### config.mk
export PLATFORM = sky130hd
export DESIGN_NAME = intraword_bg_gen
export DESIGN_NICKNAME = d
export VERILOG_FILES = /design/src/rtl/dbs_pkg.sv /design/src/rtl/dbs_step_ctrl.sv /design/src/rtl/dbs_op_decode.sv /design/src/rtl/dbs_bg_expand.sv /design/src/rtl/intraword_bg_gen.sv
export SDC_FILE = /design/constraint.sdc
export NUM_CORES = 1
export LEC_CHECK = 0
export ABC_AREA = 1
export ABC_CLOCK_PERIOD_IN_PS = 3200
export CORE_MARGIN = 2
export CORE_UTILIZATION = 49
export CTS_BUF_LIST = sky130_fd_sc_hd__clkbuf_4 sky130_fd_sc_hd__clkbuf_8
export DETAILED_ROUTE_END_ITERATION = 10
export MAX_ROUTING_LAYER = met4
export PLACE_DENSITY = 0.84
export RECOVER_POWER = 25
export REMOVE_ABC_BUFFERS = 1
export SYNTH_ARGS = -nofsm -noshare
export SYNTH_HDL_FRONTEND = slang
export SYNTH_SLANG_ARGS = --single-unit
### constraint.sdc
create_clock -name clk_i -period 3.2 [get_ports clk_i]
set_input_delay 0.48 -clock clk_i [delete_from_list [all_inputs] [get_ports clk_i]]
set_output_delay 0.48 -clock clk_i [all_outputs]
set_load 0.05 [all_outputs]
### src/rtl/dbs_pkg.sv
`timescale 1ns/1ps
package dbs_pkg;

    typedef enum logic [1:0] {
        OP_NONE  = 2'b00,
        OP_WRITE = 2'b01,
        OP_READ  = 2'b10,
        OP_RDEXP = 2'b11
    } dbs_op_e;

    localparam int unsigned NUM_BG    = 8;
    localparam int unsigned BG_IDX_W  = 3;
    localparam int unsigned LONG_BG   = 4;
    localparam int unsigned LONG_OPS  = 5;
    localparam int unsigned SHORT_OPS = 2;
    localparam int unsigned POS_W     = 3;

    // pair pattern {odd-group bit, even-group bit} for each background slot
    function automatic logic [1:0] bg_pattern(input logic [BG_IDX_W-1:0] idx);
        logic [1:0] p;
        case (idx)
            3'd0:    p = 2'b01;
            3'd1:    p = 2'b11;
            3'd2:    p = 2'b10;
            3'd3:    p = 2'b00;
            3'd4:    p = 2'b10;
            3'd5:    p = 2'b11;
            3'd6:    p = 2'b01;
            default: p = 2'b00;
        endcase
        return p;
    endfunction

    function automatic dbs_op_e op_at(input logic long_bg, input logic [POS_W-1:0] pos);
        dbs_op_e o;
        if (long_bg) begin
            case (pos)
                3'd0:    o = OP_WRITE;
                3'd1:    o = OP_RDEXP;
                3'd2:    o = OP_WRITE;
                3'd3:    o = OP_READ;
                default: o = OP_RDEXP;
            endcase
        end else begin
            o = (pos == 3'd0) ? OP_WRITE : OP_RDEXP;
        end
        return o;
    endfunction

endpackage

### src/rtl/dbs_step_ctrl.sv
`timescale 1ns/1ps
module dbs_step_ctrl
    import dbs_pkg::*;
#(
    parameter int unsigned LEVELS = 3,
    parameter int unsigned LVW    = 2
) (
    input  logic                clk_i,
    input  logic                rst_ni,
    input  logic                start_i,
    input  logic                adv_i,
    output logic                valid_o,
    output logic [LVW-1:0]      level_o,
    output logic [BG_IDX_W-1:0] bg_idx_o,
    output logic [POS_W-1:0]    pos_o,
    output logic                last_o
);

    typedef struct packed {
        logic                valid;
        logic [LVW-1:0]      level;
        logic [BG_IDX_W-1:0] bg;
        logic [POS_W-1:0]    pos;
    } state_t;

    state_t state_d, state_q;
    logic   is_long;
    logic   [POS_W-1:0] pos_max;
    logic   last_d;

    always_comb begin
        state_d = state_q;
        is_long = (state_q.bg < BG_IDX_W'(LONG_BG));
        pos_max = is_long ? POS_W'(LONG_OPS - 1) : POS_W'(SHORT_OPS - 1);
        last_d  = state_q.valid
                  && (state_q.level == LVW'(LEVELS - 1))
                  && (state_q.bg == BG_IDX_W'(NUM_BG - 1))
                  && (state_q.pos == pos_max);
        if (start_i) begin
            state_d.valid = 1'b1;
            state_d.level = '0;
            state_d.bg    = '0;
            state_d.pos   = '0;
        end else if (state_q.valid && adv_i && !last_d) begin
            if (state_q.pos == pos_max) begin
                state_d.pos = '0;
                if (state_q.bg == BG_IDX_W'(NUM_BG - 1)) begin
                    state_d.bg    = '0;
                    state_d.level = state_q.level + 1'b1;
                end else begin
                    state_d.bg = state_q.bg + 1'b1;
                end
            end else begin
                state_d.pos = state_q.pos + 1'b1;
            end
        end
    end

    always_ff @(posedge clk_i or negedge rst_ni) begin
        if (!rst_ni) begin
            state_q <= '0;
        end else begin
            state_q <= state_d;
        end
    end

    assign valid_o  = state_q.valid;
    assign level_o  = state_q.level;
    assign bg_idx_o = state_q.bg;
    assign pos_o    = state_q.pos;
    assign last_o   = last_d;

endmodule

### src/rtl/dbs_op_decode.sv
`timescale 1ns/1ps
module dbs_op_decode
    import dbs_pkg::*;
(
    input  logic                valid_i,
    input  logic [BG_IDX_W-1:0] bg_idx_i,
    input  logic [POS_W-1:0]    pos_i,
    output logic [1:0]          op_o,
    output logic [1:0]          pat_o
);

    dbs_op_e op_sel;

    always_comb begin
        op_sel = op_at(bg_idx_i < BG_IDX_W'(LONG_BG), pos_i);
        if (valid_i) begin
            op_o  = op_sel;
            pat_o = bg_pattern(bg_idx_i);
        end else begin
            op_o  = OP_NONE;
            pat_o = 2'b00;
        end
    end

endmodule

### src/rtl/dbs_bg_expand.sv
`timescale 1ns/1ps
module dbs_bg_expand #(
    parameter int unsigned WIDTH  = 8,
    parameter int unsigned LEVELS = 3,
    parameter int unsigned LVW    = 2
) (
    input  logic [1:0]       pat_i,
    input  logic [LVW-1:0]   level_i,
    output logic [WIDTH-1:0] word_o
);

    // per level: 1 marks the odd group of each pair
    logic [WIDTH-1:0] odd_mask [LEVELS];
    logic [WIDTH-1:0] sel_mask;

    for (genvar k = 0; k < LEVELS; k++) begin : g_level
        for (genvar i = 0; i < WIDTH; i++) begin : g_bit
            assign odd_mask[k][i] = (((i >> k) & 1) != 0);
        end
    end

    always_comb begin
        sel_mask = '0;
        for (int k = 0; k < LEVELS; k++) begin
            if (level_i == LVW'(k)) sel_mask = odd_mask[k];
        end
        word_o = (sel_mask & {WIDTH{pat_i[1]}}) | (~sel_mask & {WIDTH{pat_i[0]}});
    end

endmodule

### src/rtl/intraword_bg_gen.sv
`timescale 1ns/1ps
module intraword_bg_gen
    import dbs_pkg::*;
#(
    parameter int unsigned WIDTH = 8,
    localparam int unsigned LEVELS = $clog2(WIDTH),
    localparam int unsigned LVW    = (LEVELS > 1) ? $clog2(LEVELS) : 1
) (
    input  logic             clk_i,
    input  logic             rst_ni,
    input  logic             start_i,
    input  logic             adv_i,
    output logic             valid_o,
    output logic [1:0]       op_o,
    output logic [WIDTH-1:0] bg_o,
    output logic [LVW-1:0]   level_o,
    output logic             last_o
);

    logic [BG_IDX_W-1:0] bg_idx_w;
    logic [POS_W-1:0]    pos_w;
    logic [1:0]          pat_w;

    dbs_step_ctrl #(.LEVELS(LEVELS), .LVW(LVW)) u_ctrl (
        .clk_i    (clk_i),
        .rst_ni   (rst_ni),
        .start_i  (start_i),
        .adv_i    (adv_i),
        .valid_o  (valid_o),
        .level_o  (level_o),
        .bg_idx_o (bg_idx_w),
        .pos_o    (pos_w),
        .last_o   (last_o)
    );

    dbs_op_decode u_dec (
        .valid_i  (valid_o),
        .bg_idx_i (bg_idx_w),
        .pos_i    (pos_w),
        .op_o     (op_o),
        .pat_o    (pat_w)
    );

    dbs_bg_expand #(.WIDTH(WIDTH), .LEVELS(LEVELS), .LVW(LVW)) u_exp (
        .pat_i   (pat_w),
        .level_i (level_o),
        .word_o  (bg_o)
    );

endmodule

==> flow_summary_export.csv <==
group,metric,value,unit
status,status,"completed",
hold_path,hold_class,"reg2reg",
clocking,ctsHoldBuffers,0,
critical_path,crit_required,2720,ps
global_route,grt_max_degree,11,
finish,area_growth,25.52,%
floorplan,die_w,45.49,um
place,dp_hpwl,1343,um
finish,nNetsFinal,157,
power,peakVddDrop,0.0005217,V
sta,hold_viol,0,
synthesis,seq_area_frac_synth,26.71,%
sta,min_period,2856,ps
place,placed_cell_area,0.001028,sq mm
critical_path,cp-end-kind,"output port",
power,pwr-share-comb,72.3,%
detailed_routing,dr.pass1.iters,4,
clocking,cts_buffers,3,
sta,fin_crit_sh,89.25,%
clocking,max-clock-path-buffers,2,
global_route,grt_pass1_wl,2898,um
clocking,clkTransAtPathRegs,60,ps
finish,drive_gt1_share,10.71,%
sta,setup-tns-final,0,ps
detailed_routing,wl_per_cell,10.75,um
power,pwr_density_cell,888.0,mW/mm^2
sta,rsz0062_at_grt,"false",
global_route,grt_pass1_vias,682,
global_route,track_usage,19.80,%
power,switchingPower,0.5318,mW
sta,clock.fmax,350.2,MHz
critical_path,cp_max_fo,7,
run,cap_viol_max_count,0,
power,internal-power,0.4082,mW
clocking,clkSinkCount,9,
synthesis,netlist_area,843.3,sq um
clocking,cts_root_buf,"clkbuf_4",
power,power_frac_clock,10.4,%
critical_path,slowest_delay,700,ps
finish,design_area,0.001059,sq mm
critical_path,cp.arrival,2380,ps
floorplan,core,0.001559,sq mm
sta,slew_headroom,66.29,%
global_route,antenna_found_initial,0,
detailed_routing,wirelength,1677,um
finish,regArea,225.2,sq um
sta,setup_viol_count_final,0,
floorplan,die_area,0.002069,sq mm
synthesis,ys_warn_count,0,
clocking,ctsHtreeMaxLevel,1,
synthesis,ys_seq_elements,9,
place,finalWeightedCongestion,0.8551,
detailed_routing,drtIter0Drc,11,
finish,most-common-layout-cells,"nand2_1, inv_1, clkdlybuf4s50_1",
critical_path,critical_path_class,"reg2out",
synthesis,syn_avg_cell_area,7.028,sq um
critical_path,crit_path_start_kind,"flip-flop",
global_route,grt_overflow,0,
clocking,cts_tree,"yes",
sta,drv_slew,0,
power,seqPwrFrac,17.3,%
critical_path,cp_common_cell,"inv_1",
critical_path,cpLargestDelayFamily,"buffers and inverters",
power,leakage,0.5597,nW
finish,n_antenna_cell,0,
detailed_routing,drcViolationCount,0,
floorplan,num_rows,14,
finish,n_fill_cell,132,
critical_path,crit_slowest_cell,"clkdlybuf4s50_1",
sta,skew,0.5975,ps
clocking,cts_resized,0,
sta,worst_pin_slew,504.1,ps
power,switching_share,56.58,%
floorplan,start_util,54.09,%
detailed_routing,via_per_inst,5.038,
floorplan,die_h,45.49,um
critical_path,path_buf_inv,4,
clocking,clock_latency,260,ps
floorplan,io_pins,18,
critical_path,path_cells,"inv_1, ha_1, inv_1, nor2_1, o21ai_1, inv_1, o21ai_0, o21ai_1, clkdlybuf4s50_1",
synthesis,netlist_instances,120,
finish,multi_input_area,530.5,sq um
clocking,post-cts-setup-buffer-count,0,
place,io_buffers,17,
detailed_routing,antenna_left,0,
finish,final_common_cell,"nand2_1",
synthesis,synth_cell_types,20,
detailed_routing,vias,786,
[worst reg2reg max path: stages (launching register included)]
cell and delay (ps):
dfrtp_1 430, ha_1 230, ha_1 210, inv_1 100, nor2_1 60, nand3_2 100
nand2_2 70, nand2_4 130, nand2_2 70, nand2_1 50, nand2_1 50
[power by group through the flow]
stage | Combinational (mW) | Clock, mW | Sequential (mW)
floorplan | 0.468 | 0 | 0.183
global placement | 0.673 | 0 | 0.161
detailed placement | 0.682 | 0 | 0.165
CTS | 0.684 | 0.0997 | 0.163
global route | 0.734 | 0.104 | 0.168
finish | 0.680 | 0.0976 | 0.162
[sequential cells by signal, indices dropped and copies added, names as in the netlist]
register	count
u_ctrl.valid_o	1
u_ctrl.level_o	2
u_ctrl.pos_o	3
u_ctrl.bg_idx_o	3
[path summary, 6_finish.rpt]
| kind | slack (ps) | cells after the start | end | from |
|---|---|---|---|---|
| worst min-delay path | 540 | 2 | u_ctrl.bg_idx_o[1] | u_ctrl.bg_idx_o[1] |
| min in group asynchronous | 590 | 1 | u_ctrl.pos_o[0] | rst_ni |
| max in group asynchronous | 2310 | 1 | u_ctrl.level_o[1] | rst_ni |
| worst min register to register | 540 | 2 | u_ctrl.bg_idx_o[1] | u_ctrl.bg_idx_o[1] |
| worst max register to register | 1590 | 10 | u_ctrl.level_o[0] | u_ctrl.bg_idx_o[0] |
| worst max-delay path | 340 | 9 | bg_o[5] | u_ctrl.bg_idx_o[0] |
[synthesized netlist by cell type (all sizes together)]
library cell,count,area [sq um]
nand3,7,40.04
inv,22,82.58
a31oi,2,27.53
nand3b,1,7.510
nor3,2,10.01
o21ai,11,55.05
ha,12,150.1
nor2,17,81.33
a21oi,3,15.01
nand2,33,143.9
buf,1,5.000
dfrtp,9,225.2
[cell families (layout without fill, tap and decap cells)]
kind of cell | Yosys count | in the layout | share of synthesized area (%)
AO/OA/AOI/OAI | 16 | 16 | 11.57
flip-flops | 9 | 9 | 26.71
AND/OR/NAND/NOR | 60 | 60 | 33.53
buffers and inverters | 23 | 43 | 10.39
adder cells (fa/ha/maj) | 12 | 12 | 17.80
[through the flow]
| step | utilization (%) | power (mW) | setup WS [ps] | hold WS (ps) | std cells |
|---|---|---|---|---|---|
| 2_1_floorplan | - | 0.6507 | 403.2 | 184.4 | 119 |
| 3_3_place_gp | 65.97 | 0.8334 | 723.8 | 505.4 | 152 |
| 3_5_place_dp | 65.97 | 0.8470 | 637.1 | 528.3 | 152 |
| 4_1_cts | 67.90 | 0.9461 | 341.9 | 529.2 | 156 |
| 5_1_grt | 67.90 | 1.006 | 77.12 | 575.5 | 156 |
| 6_report | 67.90 | 0.9400 | 344.1 | 542.0 | 156 |
[final cells by class]
type / count / share of cell area, %
timing repair buffer: 17 / 16.08
multi-input combinational: 88 / 50.12
inverter: 22 / 7.801
tap: 16 / 1.891
sequential: 9 / 21.28
clock buffer: 4 / 2.837
[layer usage]
metal,part of all wire [%],track usage (%),up-vias
li1,-,-,413
met4,1.8,8.824,0
met1,48,27.41,347
met2,46,28.73,21
met5,0,-,-
met3,3.8,2.381,5
(Power assumes the default switching activity.)
